### src/rtl/refresh_sched_pkg.sv
package refresh_sched_pkg;
  // Event pair from the tick generator.
  typedef struct packed {
    logic interval;  // one row becomes owed (spread mode)
    logic period;    // all rows become owed (burst mode)
  } rs_evt_t;
endpackage

### src/rtl/rs_rst_sync.sv
module rs_rst_sync (
  input  logic clk,
  input  logic rst_n,
  output logic rst_n_o
);
  logic [1:0] sync_q;

  always_ff @(posedge clk or negedge rst_n) begin
    if (!rst_n) sync_q <= 2'b00;
    else        sync_q <= {sync_q[0], 1'b1};
  end

  assign rst_n_o = sync_q[1];
endmodule

### src/rtl/rs_tick_gen.sv
module rs_tick_gen
  import refresh_sched_pkg::*;
#(
  parameter int INTERVAL_CYC = 780,
  parameter int ROWS         = 8192
) (
  input  logic    clk,
  input  logic    rst_n,
  input  logic    ext_en,
  input  logic    ext_tick,
  output rs_evt_t evt
);
  localparam int TMR_W = $clog2(INTERVAL_CYC);
  localparam int IDX_W = $clog2(ROWS);
  localparam logic [TMR_W-1:0] TMR_LAST = TMR_W'(INTERVAL_CYC - 1);
  localparam logic [IDX_W-1:0] IDX_LAST = IDX_W'(ROWS - 1);

  logic [TMR_W-1:0] tmr_q, tmr_d;
  logic [IDX_W-1:0] idx_q, idx_d;
  logic             wrap;

  always_comb begin
    wrap  = !ext_en && (tmr_q == TMR_LAST);
    tmr_d = tmr_q;
    idx_d = idx_q;
    if (ext_en) begin
      tmr_d = '0;
      idx_d = '0;
    end else if (wrap) begin
      tmr_d = '0;
      idx_d = (idx_q == IDX_LAST) ? '0 : idx_q + 1'b1;
    end else begin
      tmr_d = tmr_q + 1'b1;
    end
    evt.interval = ext_en ? ext_tick : wrap;
    evt.period   = ext_en ? ext_tick : (wrap && (idx_q == IDX_LAST));
  end

  always_ff @(posedge clk or negedge rst_n) begin
    if (!rst_n) begin
      tmr_q <= '0;
      idx_q <= '0;
    end else begin
      tmr_q <= tmr_d;
      idx_q <= idx_d;
    end
  end
endmodule

### src/rtl/rs_owed_tracker.sv
module rs_owed_tracker
  import refresh_sched_pkg::*;
#(
  parameter int ROWS     = 8192,
  parameter int PEND_MAX = 8
) (
  input  logic                            clk,
  input  logic                            rst_n,
  input  logic                            burst_mode,
  input  rs_evt_t                         evt,
  input  logic                            stb,
  output logic                            req,
  output logic [$clog2(PEND_MAX+1)-1:0]   pend,
  output logic                            ovf
);
  localparam int PEND_W = $clog2(PEND_MAX + 1);
  localparam int BRST_W = $clog2(ROWS) + 1;
  localparam logic [PEND_W-1:0] PEND_FULL = PEND_W'(PEND_MAX);
  localparam logic [BRST_W-1:0] BRST_LOAD = BRST_W'(ROWS);

  logic [PEND_W-1:0] pend_q, pend_d;
  logic [BRST_W-1:0] brst_q, brst_d;
  logic              ovf_q, ovf_d;
  logic              brst_act, pend_add, pend_sub, brst_sub;

  always_comb begin
    brst_act = (brst_q != '0);
    pend_add = !burst_mode && evt.interval;
    pend_sub = stb && !brst_act;
    brst_sub = stb && brst_act;
    pend_d   = pend_q;
    brst_d   = brst_q;
    ovf_d    = ovf_q;

    if (pend_add && !pend_sub) begin
      if (pend_q == PEND_FULL) ovf_d  = 1'b1;
      else                     pend_d = pend_q + 1'b1;
    end else if (pend_sub && !pend_add) begin
      pend_d = pend_q - 1'b1;
    end

    if (burst_mode && evt.period) begin
      brst_d = BRST_LOAD;
      if (brst_q > BRST_W'(brst_sub)) ovf_d = 1'b1;
    end else if (brst_sub) begin
      brst_d = brst_q - 1'b1;
    end
  end

  always_ff @(posedge clk or negedge rst_n) begin
    if (!rst_n) begin
      pend_q <= '0;
      brst_q <= '0;
      ovf_q  <= 1'b0;
    end else begin
      pend_q <= pend_d;
      brst_q <= brst_d;
      ovf_q  <= ovf_d;
    end
  end

  assign req  = (pend_q != '0) || brst_act;
  assign pend = pend_q;
  assign ovf  = ovf_q;
endmodule

### src/rtl/rs_row_ctr.sv
module rs_row_ctr #(
  parameter int ROWS = 8192
) (
  input  logic                    clk,
  input  logic                    rst_n,
  input  logic                    adv,
  output logic [$clog2(ROWS)-1:0] row
);
  localparam int ROW_W = $clog2(ROWS);
  localparam logic [ROW_W-1:0] ROW_LAST = ROW_W'(ROWS - 1);

  logic [ROW_W-1:0] row_q, row_d;

  always_comb begin
    row_d = row_q;
    if (adv) row_d = (row_q == ROW_LAST) ? '0 : row_q + 1'b1;
  end

  always_ff @(posedge clk or negedge rst_n) begin
    if (!rst_n) row_q <= '0;
    else        row_q <= row_d;
  end

  assign row = row_q;
endmodule

### src/rtl/refresh_sched.sv
module refresh_sched
  import refresh_sched_pkg::*;
#(
  parameter int ROWS         = 8192,
  parameter int INTERVAL_CYC = 780,
  parameter int PEND_MAX     = 8
) (
  input  logic                            clk,
  input  logic                            rst_n,
  input  logic                            burst_mode_i,
  input  logic                            ext_tick_en_i,
  input  logic                            ext_tick_i,
  input  logic                            ext_row_en_i,
  input  logic [$clog2(ROWS)-1:0]         ext_row_i,
  input  logic                            ref_gnt_i,
  output logic                            ref_req_o,
  output logic                            ref_stb_o,
  output logic [$clog2(ROWS)-1:0]         ref_row_o,
  output logic [$clog2(PEND_MAX+1)-1:0]   pend_cnt_o,
  output logic                            pend_ovf_o
);
  localparam int ROW_W = $clog2(ROWS);

  logic             rst_n_s;
  rs_evt_t          evt;
  logic             req;
  logic             stb;
  logic [ROW_W-1:0] row_q;

  rs_rst_sync i_rst_sync (
    .clk     (clk),
    .rst_n   (rst_n),
    .rst_n_o (rst_n_s)
  );

  rs_tick_gen #(
    .INTERVAL_CYC (INTERVAL_CYC),
    .ROWS         (ROWS)
  ) i_tick_gen (
    .clk      (clk),
    .rst_n    (rst_n_s),
    .ext_en   (ext_tick_en_i),
    .ext_tick (ext_tick_i),
    .evt      (evt)
  );

  assign stb = req && ref_gnt_i;

  rs_owed_tracker #(
    .ROWS     (ROWS),
    .PEND_MAX (PEND_MAX)
  ) i_owed (
    .clk        (clk),
    .rst_n      (rst_n_s),
    .burst_mode (burst_mode_i),
    .evt        (evt),
    .stb        (stb),
    .req        (req),
    .pend       (pend_cnt_o),
    .ovf        (pend_ovf_o)
  );

  rs_row_ctr #(
    .ROWS (ROWS)
  ) i_row (
    .clk   (clk),
    .rst_n (rst_n_s),
    .adv   (stb && !ext_row_en_i),
    .row   (row_q)
  );

  assign ref_req_o = req;
  assign ref_stb_o = stb;
  assign ref_row_o = ext_row_en_i ? ext_row_i : row_q;
endmodule

### config.mk
export PLATFORM = sky130hd
export DESIGN_NAME = refresh_sched
export DESIGN_NICKNAME = d
export VERILOG_FILES = /design/src/rtl/refresh_sched_pkg.sv /design/src/rtl/rs_rst_sync.sv /design/src/rtl/rs_tick_gen.sv /design/src/rtl/rs_owed_tracker.sv /design/src/rtl/rs_row_ctr.sv /design/src/rtl/refresh_sched.sv
export SDC_FILE = /design/constraint.sdc
export NUM_CORES = 1
export LEC_CHECK = 0
export BUFFER_PORTS_ARGS = -buffer_cell sky130_fd_sc_hd__buf_2
export CAP_MARGIN = 15
export CORE_MARGIN = 2
export CORE_UTILIZATION = 50
export CTS_CLUSTER_SIZE = 12
export DETAILED_ROUTE_END_ITERATION = 10
export PLACE_DENSITY = 0.72
export SLEW_MARGIN = 10
export SYNTH_ARGS = -nofsm -noshare
export SYNTH_HDL_FRONTEND = slang
export SYNTH_SLANG_ARGS = --single-unit
### constraint.sdc
create_clock -name clk -period 2.35 [get_ports clk]
set_input_delay 0.235 -clock clk [delete_from_list [all_inputs] [get_ports clk]]
set_output_delay 0.235 -clock clk [all_outputs]
set_load 0.01 [all_outputs]
# Yosys cells after proc, flatten, opt, wreduce, memory -nomap -nowiden
# Index checks and enable logic that the tools add are counted.
[totals]
in_bits = 20
regBits = 57
wordCells = 60
[classes]
mux = 18
n_eq_ne = 5
addsub = 6
n_reduce_logical = 23
order_cmp = 1
[ops]
columns = ["op", "count"]
rows = [
  ["13-bit 2-to-1 mux", 5],
  ["14-bit 2-to-1 mux", 2],
  ["13-bit by 1-bit adder with 13-bit output (second input constant)", 2],
  ["13-bit equality test (second input constant)", 2],
  ["10-bit 2-to-1 mux", 2],
  ["14-bit by 1-bit greater-than comparator with 1-bit output", 1],
  ["14-bit nonzero test", 1],
  ["14-bit by 1-bit subtractor with 14-bit output (second input constant)", 1],
  ["4-bit 2-to-1 mux", 3],
  ["10-bit by 1-bit adder with 10-bit output (second input constant)", 1],
  ["10-bit equality test (second input constant)", 1],
  ["1-bit logical AND", 10],
  ["1-bit zero test", 6],
  ["1-bit 2-to-1 mux", 6],
  ["2-bit nonzero test", 3],
  ["4-bit by 1-bit adder with 4-bit output (second input constant)", 1],
  ["4-bit equality test (second input constant)", 1],
  ["4-bit nonzero test", 1],
  ["4-bit by 1-bit subtractor with 4-bit output (second input constant)", 1],
  ["2-bit inequality test (second input constant)", 1],
  ["2-bit AND reduction", 1],
  ["1-bit logical OR", 1],
]

# Logic depth before layout (Yosys ltp)
# Gate-level depths: netlist of the first run.
[depth]
ltp_word = 9
mapped_depth = 12
ltp_nobuf = 12

# Hierarchy
# Synthesis of the first run repeated with hierarchy kept, for this count alone.
[unflattened]
cells_unflattened = 337
hier_area_um2 = 3315.7
[modules_own_cells]
columns = ["module", "area_each_um2", "cells_each", "instances", "seq_area_each_um2"]
rows = [
  ["rs_tick_gen", 1248.7, 131, 1, 575.6],
  ["rs_owed_tracker", 1119.8, 120, 1, 475.5],
  ["rs_row_ctr", 719.4, 67, 1, 325.3],
  ["refresh_sched", 173.9, 16, 1, 0.0],
  ["rs_rst_sync", 53.8, 3, 1, 50.0],
]

# Worst setup path after synthesis of the first run
# OpenSTA, ideal clock, no wires.
[synth_timing]
path_type = "flip-flop to flip-flop"
startpoint = "register i_owed.pend_q[0], in the netlist i_owed.pend[0]"
endpoint = "register i_owed.pend_q[3], in the netlist i_owed.pend[3]"
path_stages_with_launch = 11
period_less_slack_ns = 2.849
setup_slack_ns = -0.499
setup_time_ns = 0.132
required_ns = 2.218
t_arrival_ns = 2.717
path_cell_list = "dfrtp_1 -> nor3_1 -> nand2b_1 -> a211oi_1 -> inv_1 -> ha_1 -> nand3_1 -> nand2_1 -> or4b_2 -> o211ai_1 -> o211ai_2"
[synth_between]
elab_chain_len = 8
elab_cells_between_ends = 16
[synth_rtl]
columns = ["item", "line", "text"]
rows = [
  ["start: declaration", "rs_owed_tracker.sv:21", "logic [PEND_W-1:0] pend_q, pend_d;"],
  ["start signal: assignment", "rs_owed_tracker.sv:56", "pend_q <= pend_d;"],
  ["4-bit nonzero test", "rs_owed_tracker.sv:62", "assign req = (pend_q != '0) || brst_act;"],
  ["1-bit logical OR", "rs_owed_tracker.sv:62", ""],
  ["1-bit logical AND", "refresh_sched.sv:47", "assign stb = req && ref_gnt_i;"],
  ["1-bit logical AND", "rs_owed_tracker.sv:29", "pend_sub = stb && !brst_act;"],
  ["1-bit zero test", "rs_owed_tracker.sv:35", "if (pend_add && !pend_sub) begin"],
  ["1-bit logical AND", "rs_owed_tracker.sv:35", ""],
  ["2-bit inequality test (no source line) or 2-bit nonzero test (tied branches)", "--", ""],
  ["2-bit AND reduction (no source line)", "--", ""],
]
# Several ways; a longest one is shown, not always the timed one. The select of a mux whose other input is x is not followed.
# A chain may end at the register's enable or synchronous reset.

# Worst setup path in the final report of the first run
[layout_timing]
startpoint = "register i_owed.brst_q[5]"
endpoint = "register i_owed.pend_q[3], in the netlist i_owed.pend[3]"
[layout_between]
elab_chain_len = 8
elab_cells_between_ends = 12
[layout_rtl]
columns = ["item", "line", "text"]
rows = [
  ["start: declaration", "rs_owed_tracker.sv:22", "logic [BRST_W-1:0] brst_q, brst_d;"],
  ["start signal: assignment", "rs_owed_tracker.sv:57", "brst_q <= brst_d;"],
  ["14-bit nonzero test *", "rs_owed_tracker.sv:27", "brst_act = (brst_q != '0);"],
  ["1-bit logical OR", "rs_owed_tracker.sv:62", ""],
  ["1-bit logical AND", "refresh_sched.sv:47", ""],
  ["1-bit logical AND *", "rs_owed_tracker.sv:29", ""],
  ["1-bit zero test", "rs_owed_tracker.sv:35", ""],
  ["1-bit logical AND", "rs_owed_tracker.sv:35", ""],
  ["2-bit inequality test (no source line) or 2-bit nonzero test (tied branches)", "--", ""],
  ["2-bit AND reduction (no source line)", "--", ""],
]
# Every way passes the cells marked *; elsewhere a longest branch is shown, timed or not.

==> results of run 1 <==
==> cells by family after synthesis <==
| logic type | count (synthesis) | share of synthesized area [%] |
|---|---|---|
| flops | 57 | 44.5 |
| other cells | 1 | 0.117 |
| fa+ha+maj | 8 | 3.36 |
| simple gates | 152 | 24.8 |
| mux | 11 | 3.83 |
| compound gates | 62 | 12.2 |
| buf+inv | 18 | 2.11 |
| xor+xnor | 33 | 9.02 |
==> layer usage <==
layer / share of wire [%] / vias to the layer above / GRT usage [%]
li1: - / 1451 / -
met1: 45 / 1420 / 31.0
met2: 48 / 77 / 37.4
met3: 4.8 / 16 / 4.15
met4: 2.1 / 0 / 9.38
met5: 0 / - / 0
==> repair_timing <==
item | CTS | global route
endpoints found under the setup margin | 3 | 6
hold buffers | 1 | 0
endpoints found under the hold margin | 2 | 0
setup buffers | 4 | 3
pin swaps | 5 | 7
gates resized for setup | 9 | 17
==> worst max-delay path by stage <==
stage                           to                 from
floorplan           i_owed.pend[3]  i_tick_gen.tmr_q[0]
global placement    i_owed.pend[3]     i_owed.brst_q[1]
detailed placement  i_owed.pend[3]     i_owed.brst_q[1]
CTS                 i_owed.pend[3]     i_owed.brst_q[8]
global route        i_owed.pend[3]     i_owed.brst_q[5]
finish              i_owed.pend[3]     i_owed.brst_q[5]
==> cells in the mapped netlist (2+ instances only) <==
master | n | area [µm²]
inv_1 | 12 | 45.0
o31ai_1 | 3 | 22.5
nor2_1 | 35 | 131
and3_1 | 7 | 43.8
or4_1 | 3 | 22.5
xnor2_1 | 18 | 158
nand2_1 | 32 | 120
a31oi_1 | 7 | 43.8
or3_1 | 3 | 18.8
mux2_2 | 10 | 113
xor2_1 | 15 | 131
ha_1 | 7 | 87.6
a21oi_1 | 11 | 55.1
nor4_1 | 10 | 62.6
o31a_1 | 2 | 17.5
clkbuf_1 | 5 | 18.8
o2bb2ai_1 | 3 | 26.3
and4_1 | 3 | 26.3
nor3_1 | 10 | 50.1
nand2b_1 | 6 | 37.5
or2_2 | 2 | 12.5
or4_4 | 2 | 22.5
dfrtp_1 | 57 | 1430
o21ai_0 | 24 | 120
o211ai_1 | 3 | 22.5
and2_1 | 5 | 31.3
nor3b_1 | 2 | 15.0
nand3_1 | 17 | 85.1
nand4_1 | 8 | 50.1
==> power by group <==
part	switching [mW]	total [mW]	internal, mW
clock network	0.425	1.13	0.703
logic	0.774	1.60	0.824
registers	0.167	1.32	1.15
==> through the flow <==
step / power (mW) / TNS (ns) / util (%) / hold WS [ns]
6_report: 4.05 / -0.263 / 70.3 / 0.156
5_1_grt: 4.28 / -0.383 / 70.3 / 0.185
4_1_cts: 3.95 / -0.219 / 68.7 / 0.167
3_5_place_dp: 2.70 / -0.326 / 63.3 / 0.0227
3_3_place_gp: 2.64 / -0.208 / 63.3 / 0.0194
2_1_floorplan: 2.06 / -0.149 / - / -0.0606
==> layout make-up <==
type,instances,area (µm²),area share [%]
timing repair buffer,104,713,16.2
sequential,57,1430,32.4
inverter,12,45.0,1.02
multi-input combinational,267,1880,42.7
tap,77,96.3,2.18
clock inverter,7,119,2.70
clock buffer,9,124,2.81
==> flip-flops by register name, indices dropped and copies added (netlist names) <==
register,cells
i_tick_gen.idx_q,13
i_owed.pend,4
i_row.row,13
i_owed.ovf,1
i_tick_gen.tmr_q,10
i_rst_sync.sync_q,2
i_owed.brst_q,14
==> critical path, stage by stage, from the launching register on <==
cell and delay (ns):
dfrtp_1 0.40, nor4_2 0.34, buf_4 0.18, and4_4 0.22, a211oi_2 0.08, inv_2 0.10
ha_4 0.21, a21oi_2 0.11, nand2_1 0.09, or4_4 0.42, o31a_1 0.26, o211ai_2 0.13
==> impl_metrics.env, run 1 <==
export IMPL_place_area_mm2=0.00398
export IMPL_syn_area_per_cell_um2=9.37
export IMPL_final_cell_count_no_fill=533
export IMPL_die_h_um=84.0
export IMPL_fillers=479
export IMPL_dp_cells=511
export IMPL_gp_congestion=0.838
export IMPL_cts_clk_slew_worst_paths_ns=0.07
export IMPL_cts_tree="built"
export IMPL_grt_max_degree=44
export IMPL_htree_levels=3
export IMPL_async_reset_ff_share_pct=100
export IMPL_rrSetupSlack_ns=-0.26
export IMPL_place_ws_ns=-0.326
export IMPL_worstSetupStartpointType="register"
export IMPL_drv_slew=0
export IMPL_cts_root_buffer="clkbuf_8"
export IMPL_die_x_um=84.0
export IMPL_worst_path_max_fanout=4
export IMPL_drive_gt1_share_pct=36.0
export IMPL_period_share_pct=111
export IMPL_io_pins=40
export IMPL_dp_hpwl_um=5400
export IMPL_grt_first_pass_wirelength_um=13300
export IMPL_vias_per_cell=5.56
export IMPL_ys_seq_area_share_pct=44.5
export IMPL_syn_area_mm2=0.00320
export IMPL_grt_pass1_vias=2912
export IMPL_setup_slack_ns=-0.263
export IMPL_cts_buffers=9
export IMPL_syn_num_nets=370
export IMPL_yosys_warnings=0
export IMPL_final_common_cell="buf_4"
export IMPL_setup_viol=1
export IMPL_status="finished with violations"
export IMPL_rows=29
export IMPL_total_leakage_power_nw=1.95
export IMPL_overflow=0
export IMPL_worstReg2RegStart="i_owed.brst_q[5]"
export IMPL_area_delta_synth_final_pct=37.7
export IMPL_fmax_ghz=0.383
export IMPL_cp_data_arrival_time_ns=2.88
export IMPL_most_common_layout_cells="59 x buf_4, 54 x dfrtp_1, 39 x buf_2"
export IMPL_max_slew_worst_pin_slew_ns=0.712
export IMPL_min_period_ns=2.61
export IMPL_fin_skew_ns=0.00656
export IMPL_clk_latency_ns=0.34
export IMPL_core_area_mm2=0.00628
export IMPL_vias=2964
export IMPL_rr_worst_depth=11
export IMPL_start_util_pct=51.0
export IMPL_ys_types=49
export IMPL_min_delay_path_class="reg2async"
export IMPL_power_density_mw_per_mm2=918
export IMPL_port_buffers=39
export IMPL_end_kind="register"
export IMPL_critPathRequiredTime_ns=2.62
export IMPL_ant_nets=0
export IMPL_routed_wl_um=7820
export IMPL_fp_dieArea_mm2=0.00706
export IMPL_grt_antenna_before_repair=0
export IMPL_clk_path_buf_depth=2
export IMPL_synth_edf_count=0
export IMPL_routedWlPerCell_um=14.7
export IMPL_slew_limit_headroom_pct=52.1
export IMPL_criticalPathCategory="reg2reg"
export IMPL_cts_sinks=57
export IMPL_violations="setup timing"
export IMPL_r2r_end="i_owed.pend[3]"
export IMPL_post_route_cell_area_mm2=0.00441
export IMPL_finalHoldViolCount=0
export IMPL_drc_errors=0
export IMPL_rsz0062_at_grt="true"
export IMPL_cap_violations=0
export IMPL_drt_pass1_iter_count=7
export IMPL_vdd_drop_max_mv=0.646
export IMPL_syn_inst=342
export IMPL_grtUsageTotal_pct=23.2
export IMPL_drt_iter0_drc=113
export IMPL_nNetsFinal=479
export IMPL_antenna_cells=0
export IMPL_synth_seq_cells=57
export IMPL_synthFlopType="dfrtp_1"
No activity file was read; power rests on OpenSTA's default activity.
==> inputs of run 2 (changes only) <==
--- a/config.mk
+++ b/config.mk
@@ -8,10 +8,11 @@
 export BUFFER_PORTS_ARGS = -buffer_cell sky130_fd_sc_hd__buf_2
 export CAP_MARGIN = 15
 export CORE_MARGIN = 2
-export CORE_UTILIZATION = 50
+export CORE_UTILIZATION = 58
 export CTS_CLUSTER_SIZE = 12
 export DETAILED_ROUTE_END_ITERATION = 10
-export PLACE_DENSITY = 0.72
+export PLACE_DENSITY = 0.82
+export REMOVE_ABC_BUFFERS = 1
 export SLEW_MARGIN = 10
 export SYNTH_ARGS = -nofsm -noshare
 export SYNTH_HDL_FRONTEND = slang
==> run 2 against run 1 <==
The run still ends with setup timing left; final cell count down 1.3%; clock power is 7% lower; register-to-register slack got worse by 0.04 ns; global-route usage rose by 5.8 points; utilization is 9.8 points higher; worst hold slack improved by 0.047 ns; design area down 1.9%; non-clock buffer count is 2 lower; sequential cell count is the same; clock-buffer cell count rose by 2; maximum frequency down 1.4%; highest routed layer unchanged.
==> impl_metrics.env, run 2 (synthesis gave the netlist of run 1 again) <==
export IMPL_endpoint="i_owed.pend[3]"
export IMPL_largest_reg_flops=14
export IMPL_rsz0062_at_grt="true"
export IMPL_power_frac_clock_pct=26.5
export IMPL_startpoint="i_owed.brst_q[1]"
export IMPL_seqPwrFrac_pct=33.0
export IMPL_drv_slew=0
export IMPL_regMostFlops="i_owed.brst_q"
export IMPL_end_kind="register"
export IMPL_clk_latency_ns=0.34
export IMPL_fin_skew_ns=0.00778
export IMPL_globalRouteMet2Util_pct=50.9
export IMPL_r2r_end="i_owed.pend[3]"
export IMPL_grtUsageTotal_pct=29.0
export IMPL_fp_dieArea_mm2=0.00613
export IMPL_area_delta_synth_final_pct=35.1
export IMPL_tns_ns=-0.299
export IMPL_cts_buffers=9
export IMPL_cts_sinks=57
export IMPL_status="finished with violations"
export IMPL_drive_gt1_share_pct=35.7
export IMPL_vdd_drop_max_mv=0.696
export IMPL_routedWlPerCell_um=16.8
export IMPL_grt_antenna_before_repair=0
export IMPL_htree_levels=3
export IMPL_vias=3146
export IMPL_cap_violations=0
export IMPL_netSwitchingPower_mw=1.40
export IMPL_dp_hpwl_um=5690
export IMPL_worstSetupStartpointType="register"
export IMPL_vias_per_cell=5.98
export IMPL_critPathRequiredTime_ns=2.61
export IMPL_criticalPathCategory="reg2reg"
export IMPL_start_util_pct=59.3
export IMPL_finalHoldViolCount=0
export IMPL_die_h_um=78.3
export IMPL_port_buffers=39
export IMPL_routed_wl_um=8840
export IMPL_die_x_um=78.3
export IMPL_grt_busiest_layer="met2"
export IMPL_worstReg2RegStart="i_owed.brst_q[1]"
export IMPL_fmax_ghz=0.377
export IMPL_min_period_ns=2.65
export IMPL_use_met3_pct=4.83
export IMPL_antenna_cells=0
export IMPL_internal_power_mw=2.58
export IMPL_setup_viol=1
export IMPL_gp_congestion=0.862
export IMPL_rows=27
export IMPL_grt_first_pass_wirelength_um=13800
export IMPL_overflow=0
export IMPL_grt_max_degree=56
export IMPL_io_pins=40
export IMPL_drt_pass1_iter_count=5
export IMPL_final_common_cell="buf_4"
export IMPL_rr_worst_depth=12
export IMPL_period_share_pct=113
export IMPL_switching_share_pct=35.1
export IMPL_cp_data_arrival_time_ns=2.91
export IMPL_power_density_mw_per_mm2=919
export IMPL_rrSetupSlack_ns=-0.30
export IMPL_worst_path_max_fanout=3
export IMPL_most_common_layout_cells="62 x buf_4, 56 x dfrtp_1, 39 x buf_2"
export IMPL_nNetsFinal=477
export IMPL_core_area_mm2=0.00541
export IMPL_power_mw=3.98
export IMPL_use_met1_pct=34.1
export IMPL_slew_limit_headroom_pct=53.3
export IMPL_place_ws_ns=-0.565
export IMPL_drc_errors=0
export IMPL_grt_pass1_vias=3053
export IMPL_setup_slack_ns=-0.299
export IMPL_cts_clk_slew_worst_paths_ns=0.07
export IMPL_cts_root_buffer="clkbuf_8"
export IMPL_violations="setup timing"
export IMPL_ant_nets=0
export IMPL_min_delay_path_class="in2async"
export IMPL_total_leakage_power_nw=1.94
export IMPL_cts_tree="built"
export IMPL_max_slew_worst_pin_slew_ns=0.694
export IMPL_power_frac_comb_pct=40.5
export IMPL_drt_iter0_drc=301
export IMPL_clk_path_buf_depth=2
## run 2: cell count changes in the layout (fill, tap and decap cells not counted), moves of 2 or more
cell	before	now
buf_4	59	62
buf_6	4	0
clkbuf_8	9	11
dfrtp_1	54	56
dfrtp_2	3	1
## run 2: worst min path at each step
stage	endpoint	slack (ns)	cells after the start
after floorplan	i_rst_sync.sync_q[0]	-0.06	0
after global placement	i_rst_sync.sync_q[0]	0.02	1
after detailed placement	i_rst_sync.sync_q[0]	0.02	1
after CTS	i_rst_sync.sync_q[0]	0.20	2
after global routing	i_rst_sync.sync_q[0]	0.20	2
final	i_rst_sync.sync_q[1]	0.20	2
## run 2: layer usage
metal / vias to the layer above / part of all wire [%]
li1: 1458 / -
met1: 1527 / 40
met2: 135 / 52
met3: 26 / 5.1
met4: 0 / 3.0
met5: - / 0
## run 2: cell type report
type / count / area [µm²]
tap: 72 / 90.1
multi-input combinational: 267 / 1870
timing repair buffer: 102 / 671
fill: 342 / 1080
inverter: 12 / 45.0
clock inverter: 5 / 77.6
clock buffer: 11 / 151
sequential: 57 / 1430
## run 2: critical path, cell delays in order (launching register included)
cell and delay, ns:
dfrtp_1 0.38, inv_2 0.07, ha_4 0.17, nor4bb_4 0.15, and4_4 0.21, a211oi_4 0.23, inv_2 0.09, ha_4 0.23
a21oi_2 0.14, nand2_2 0.08, or4_4 0.43, o31a_1 0.27, o211ai_2 0.13
## run 2: per-stage QoR
step	hold WS, ns	utilization (%)	area [µm²]	std cells
after floorplan	-0.0606	-	3180	336
after global placement	0.0200	72.2	3900	505
after detailed placement	0.0241	72.2	3900	505
after CTS	0.203	77.7	4200	523
after global routing	0.201	80.1	4330	526
final	0.202	80.1	4330	526
## run 2: timing repair
item                       in CTS  in global routing
pin swaps                       7                  9
gates resized for setup        12                 21
cloned                          0                  0
hold endpoints to repair        2                  0
hold buffers                    1                  0
setup endpoints to repair       2                  7
buffers inserted                1                  3
## run 2: power by group through the flow
| stage | combinational, mW | clock [mW] | sequential, mW |
|---|---|---|---|
| 2_1_floorplan | 0.637 | 0 | 1.37 |
| 3_3_place_gp | 1.30 | 0 | 1.29 |
| 3_5_place_dp | 1.37 | 0 | 1.31 |
| 4_1_cts | 1.46 | 1.06 | 1.29 |
| 5_1_grt | 1.74 | 1.10 | 1.33 |
| 6_report | 1.61 | 1.05 | 1.31 |
